`src/rtl/gcd_pkg.sv`:
```
package gcd_pkg;

    typedef enum logic [2:0] {
        ST_IDLE,
        ST_LOAD,
        ST_REDUCE,
        ST_SWAP,
        ST_DONE
    } gcd_state_t;

    typedef struct packed {
        logic load;     // capture operand inputs
        logic sub;      // dividend <= dividend - divisor
        logic swap;     // exchange dividend and divisor
        logic capture;  // copy dividend into result register
    } gcd_ctl_t;

endpackage

```
`src/rtl/gcd_ctrl.sv`:
```
module gcd_ctrl
    import gcd_pkg::*;
(
    input  logic     clk,
    input  logic     rst,
    input  logic     en,
    input  logic     b_zero,
    input  logic     a_lt_b,
    output gcd_ctl_t ctl,
    output logic     ack
);

    gcd_state_t state_q;
    gcd_state_t state_d;

    always_comb begin
        state_d = state_q;
        ctl     = '0;
        unique case (state_q)
            ST_IDLE: begin
                if (en) state_d = ST_LOAD;
            end
            ST_LOAD: begin
                ctl.load = 1'b1;
                state_d  = ST_REDUCE;
            end
            ST_REDUCE: begin
                if (b_zero) begin
                    ctl.capture = 1'b1;
                    state_d     = ST_DONE;
                end else if (!a_lt_b) begin
                    ctl.sub = 1'b1;
                end else begin
                    state_d = ST_SWAP;
                end
            end
            ST_SWAP: begin
                ctl.swap = 1'b1;
                state_d  = ST_REDUCE;
            end
            ST_DONE: begin
                if (!en) state_d = ST_IDLE;
            end
            default: state_d = ST_IDLE;
        endcase
    end

    always_ff @(posedge clk) begin
        if (rst) state_q <= ST_IDLE;
        else     state_q <= state_d;
    end

    assign ack = (state_q == ST_DONE);

endmodule

```
`src/rtl/gcd_compare.sv`:
```
module gcd_compare #(
    parameter int WIDTH = 32
) (
    input  logic [WIDTH-1:0] a_val,
    input  logic [WIDTH-1:0] b_val,
    output logic             b_zero,
    output logic             a_lt_b
);

    assign b_zero = (b_val == '0);
    assign a_lt_b = (a_val < b_val);

endmodule

```
`src/rtl/gcd_operands.sv`:
```
module gcd_operands
    import gcd_pkg::*;
#(
    parameter int WIDTH = 32
) (
    input  logic             clk,
    input  logic             rst,
    input  gcd_ctl_t         ctl,
    input  logic [WIDTH-1:0] in_a,
    input  logic [WIDTH-1:0] in_b,
    output logic [WIDTH-1:0] a_q,
    output logic [WIDTH-1:0] b_q
);

    logic [WIDTH-1:0] diff;

    // Subtraction unit: one divisor removed from the dividend per cycle
    assign diff = a_q - b_q;

    always_ff @(posedge clk) begin
        if (rst) begin
            a_q <= '0;
            b_q <= '0;
        end else if (ctl.load) begin
            a_q <= in_a;
            b_q <= in_b;
        end else if (ctl.sub) begin
            a_q <= diff;
        end else if (ctl.swap) begin
            a_q <= b_q;
            b_q <= a_q;
        end
    end

endmodule

```
`src/rtl/gcd_result.sv`:
```
module gcd_result #(
    parameter int WIDTH = 32
) (
    input  logic             clk,
    input  logic             rst,
    input  logic             capture,
    input  logic [WIDTH-1:0] value,
    output logic [WIDTH-1:0] result
);

    always_ff @(posedge clk) begin
        if (rst)          result <= '0;
        else if (capture) result <= value;
    end

endmodule

```
`src/rtl/euclid_gcd_unit.sv`:
```
module euclid_gcd_unit
    import gcd_pkg::*;
#(
    parameter int WIDTH = 32
) (
    input  logic             clk,
    input  logic             rst,
    input  logic             en,
    input  logic [WIDTH-1:0] op_a,
    input  logic [WIDTH-1:0] op_b,
    output logic [WIDTH-1:0] result,
    output logic             ack
);

    gcd_ctl_t         ctl;
    logic [WIDTH-1:0] a_q;
    logic [WIDTH-1:0] b_q;
    logic             b_zero;
    logic             a_lt_b;

    gcd_ctrl u_ctrl (
        .clk    (clk),
        .rst    (rst),
        .en     (en),
        .b_zero (b_zero),
        .a_lt_b (a_lt_b),
        .ctl    (ctl),
        .ack    (ack)
    );

    gcd_operands #(.WIDTH(WIDTH)) u_ops (
        .clk  (clk),
        .rst  (rst),
        .ctl  (ctl),
        .in_a (op_a),
        .in_b (op_b),
        .a_q  (a_q),
        .b_q  (b_q)
    );

    gcd_compare #(.WIDTH(WIDTH)) u_cmp (
        .a_val  (a_q),
        .b_val  (b_q),
        .b_zero (b_zero),
        .a_lt_b (a_lt_b)
    );

    gcd_result #(.WIDTH(WIDTH)) u_res (
        .clk     (clk),
        .rst     (rst),
        .capture (ctl.capture),
        .value   (a_q),
        .result  (result)
    );

endmodule

```
`config.mk`:
```
export PLATFORM = sky130hd
export DESIGN_NAME = euclid_gcd_unit
export DESIGN_NICKNAME = d
export VERILOG_FILES = /design/src/rtl/gcd_pkg.sv /design/src/rtl/gcd_ctrl.sv /design/src/rtl/gcd_compare.sv /design/src/rtl/gcd_operands.sv /design/src/rtl/gcd_result.sv /design/src/rtl/euclid_gcd_unit.sv
export SDC_FILE = /design/constraint.sdc
export NUM_CORES = 1
export LEC_CHECK = 0
export BUFFER_PORTS_ARGS = -buffer_cell sky130_fd_sc_hd__buf_2
export CELL_PAD_IN_SITES_DETAIL_PLACEMENT = 0
export CELL_PAD_IN_SITES_GLOBAL_PLACEMENT = 2
export CORE_ASPECT_RATIO = 0.75
export CORE_MARGIN = 2
export CORE_UTILIZATION = 33
export DETAILED_ROUTE_END_ITERATION = 10
export PLACE_DENSITY = 0.87
export SYNTH_ARGS = -nofsm -noshare
export SYNTH_HDL_FRONTEND = slang
export SYNTH_SLANG_ARGS = --single-unit
```
`constraint.sdc`:
```
create_clock -name clk -period 3.5 [get_ports clk]
set_input_delay 0.35 -clock clk [delete_from_list [all_inputs] [get_ports clk]]
set_output_delay 0.35 -clock clk [all_outputs]
set_load 0.01 [all_outputs]
```
==> reports/metrics.yaml <==
timing:
  grt_setup_unrepaired: "no"
  worst_pin_slew_ps: 766
  drv_slew: 0
  max_freq_mhz: 311
  final.setup_skew_ps: 10.2
  setup_ws_ps: 284
  fin_tns_setup_ps: 0
  final-setup-viol-count: 0
  final.min_clock_period_ps: 3220
  relSlewSlack_pct: 49.0
  hold_viol: 0
  period_share_pct: 91.9
flow_run:
  drv_cap: 0
clock_tree:
  cts_tree: "yes"
  cts_made_buffers: 9
  htree_levels: 3
  numClockSinks: 99
  clkTransAtPathRegs_ps: 80
  cts_root_buffer: "clkbuf_16"
  insertion_delay_ps: 370
  clockBufferDepth: 2
  postCtsHoldBufs: 0
yosys:
  synthArstFlopShare_pct: 0
  synth_cell_types: 61
  ys.flop_type: "dfxtp_1"
  synth-xor-area-share_pct: 3.63
  ys_ff_latch: 99
  ys_top_cells_by_count: "dfxtp_1, a21oi_1, nand2_1"
  synthSimpleGateAreaFrac_pct: 17.6
  synth_top_family_by_area: "compound AO/OA/AOI/OAI gates"
  syn_nets: 896
  yosys-top-cells-area: "dfxtp_1, mux2i_1, a21oi_1"
  yosysTopAreaCell: "dfxtp_1"
  synth-adder-area-share_pct: 6.69
  synth_compound_area_share_pct: 25.8
  synth-seq-area-share_pct: 31.6
  avgSynthCellArea_um2: 7.89
  netlist.area_leader.share_pct: 31.6
  synth.area.mux_share_pct: 8.53
  yosysWarnings: 0
  syn-instance-count: 796
  synth_area_um2: 6280
  yosysMostFrequentCell: "dfxtp_1"
  synth_edf_count: 0
drt:
  drc: 0
  routedWlPerCell_um: 17.0
  drtPass1Iterations: 5
  via_per_inst: 5.27
  num_vias: 5926
  drt_iter0_markers: 463
  ant_nets: 0
  routed_wirelength_mm: 19.1
power_and_ir_drop:
  power_frac_seq_pct: 31.4
  switching_share_pct: 40.0
  power_density_nw_per_um2: 586
  vdd_drop_max_mv: 0.207
  p_int_mw: 2.57
  clock_power_share_pct: 24.4
  power.switching_mw: 1.71
  power.total_mw: 4.28
  leakage_nw: 2.96
  combPwrFrac_pct: 44.2
worst_setup_path:
  worstSetupEndpointType: "flip-flop"
  path_common_cell: "a21oi_1"
  crit_fanout: 37
  slowest_stage: "fa_1"
  path_class: "flip-flop to flip-flop"
  path_cells: "inv_1 > ha_1 > fa_1 > nand2b_1 > a21oi_1 > o31ai_2 > nand2_2 > a41o_1 > o21ba_2 > buf_6 > mux2_4 > a21oi_1 > a22o_1"
  required_ps: 3820
  critPathArrivalTime_ps: 3530
  critPathLaunchType: "flip-flop"
  slowest_delay_ps: 410
global_route:
  overflow: 0
  grt_max_degree: 48
  grt_pass1_vias: 5504
  track_usage_pct: 19.4
  grt_pass1_wl_mm: 30.2
  antenna_found_initial: 0
cells_and_area:
  multi_input_area_um2: 3930
  seq_area_um2: 1980
  diodes: 0
  fin_nets: 973
  drive_gt1_share_pct: 16.7
  fillCellCount: 1997
  area.growth.synth_to_final_pct: 16.4
placed_design:
  routabilityCongestion: 0.828
  dp_slack_ps: 217
  io_buffers: 99
  dp_hpwl_mm: 13.8
outcome:
  status: "finished, final reports clean"
die:
  die_x_um: 163
  die_y_um: 123
  core_um2: 18600
  start_util_pct: 33.8
  dieArea_um2: 20200
  io_pins: 100
  placement_rows: 43
hold_path:
  hold_path.class: "input port to flip-flop"
## final timing paths
| kind | startpoint | to | slack [ps] | cells after the start |
|---|---|---|---|---|
| worst min register to register | u_res.result[27] | u_res.result[27] | 450 | 2 |
| worst max register to register | u_ops.a_q[0] | u_ops.a_q[6] | 280 | 13 |
| worst min-delay path | op_a[19] | u_ops.a_q[19] | 250 | 3 |
| worst max-delay path | u_ops.a_q[0] | u_ops.a_q[6] | 280 | 13 |
## layout by cell type (no fill, tap or decap), drive strengths merged, types with 5 or more instances in the layout
cell type / Yosys / final
a211oi: 38 / 38
a21o: 9 / 9
a21oi: 97 / 97
a22o: 20 / 20
buf: 21 / 116
clkbuf: 29 / 9
dfxtp: 99 / 99
ha: 32 / 32
inv: 40 / 42
mux2i: 52 / 52
nand2: 97 / 97
nand3: 5 / 5
nand4: 13 / 13
nor2: 86 / 86
nor3: 12 / 12
nor4: 9 / 9
o211ai: 9 / 9
o21a: 7 / 7
o21ai: 34 / 34
o21bai: 6 / 6
o31ai: 5 / 5
xnor2: 19 / 19
xor2: 7 / 7
## routing by layer
layer | wire length [um] | track usage, % | part of all wire [%]
met4 | 274 | 5.75 | 1.4
met3 | 971 | 3.29 | 5.1
met5 | 0 | 0 | 0
met2 | 7620 | 27.6 | 40
met1 | 10300 | 29.5 | 54
## power groups by stage
| stage | Sequential (mW) | Combinational (mW) | Clock [mW] |
|---|---|---|---|
| finish | 1.34 | 1.89 | 1.05 |
| global route | 1.36 | 2.12 | 1.11 |
| CTS | 1.34 | 1.88 | 1.07 |
| detailed placement | 1.37 | 1.86 | 0 |
| global placement | 1.37 | 1.88 | 0 |
| floorplan | 1.32 | 1.45 | 0 |
## timing repair
item                       in CTS  in global routing
buffers inserted                0                  0
setup endpoints to repair       0                 19
gates resized for setup         0                  2
## final cells by class
class	instances	area share [%]
multi-input cells	607	53.7
flip-flops and latches	99	27.1
repair buffers	116	8.75
well taps	247	4.23
clock buffers	9	3.08
inverters	40	2.05
clock inverters	7	1.04
## logic make-up after synthesis
group,Yosys count
AO/OA/AOI/OAI,246
XOR/XNOR,26
adder cells (fa/ha/maj),33
buffers and inverters,90
flip-flops,99
multiplexers,53
AND/OR/NAND/NOR,249
## worst max-delay path, delay by kind of cell (launching register included)
kind | cells | cell delay (ps)
and+or+nand+nor | 2 | 320
AOI/OAI and AO/OA | 6 | 1060
muxes | 1 | 340
buffers and inverters | 2 | 440
adders and majority gates | 2 | 630
DFF | 1 | 380
## stage by stage
step	std cells	util [%]	instance area, um^2	hold slack (ps)
detailed placement	1109	37.7	7000	444
floorplan	796	-	6280	456
CTS	1125	39.3	7300	235
global route	1125	39.4	7310	257
finish	1125	39.4	7310	248
global placement	1109	37.7	7000	442
## flip-flops by register name (all words and copies together) (netlist names)
| signal | cells |
|---|---|
| u_ops.a_q | 32 |
| u_ops.b_q | 32 |
| u_res.result | 32 |
| u_ctrl.state_q | 3 |
No activity file was read; power rests on OpenSTA's default activity.
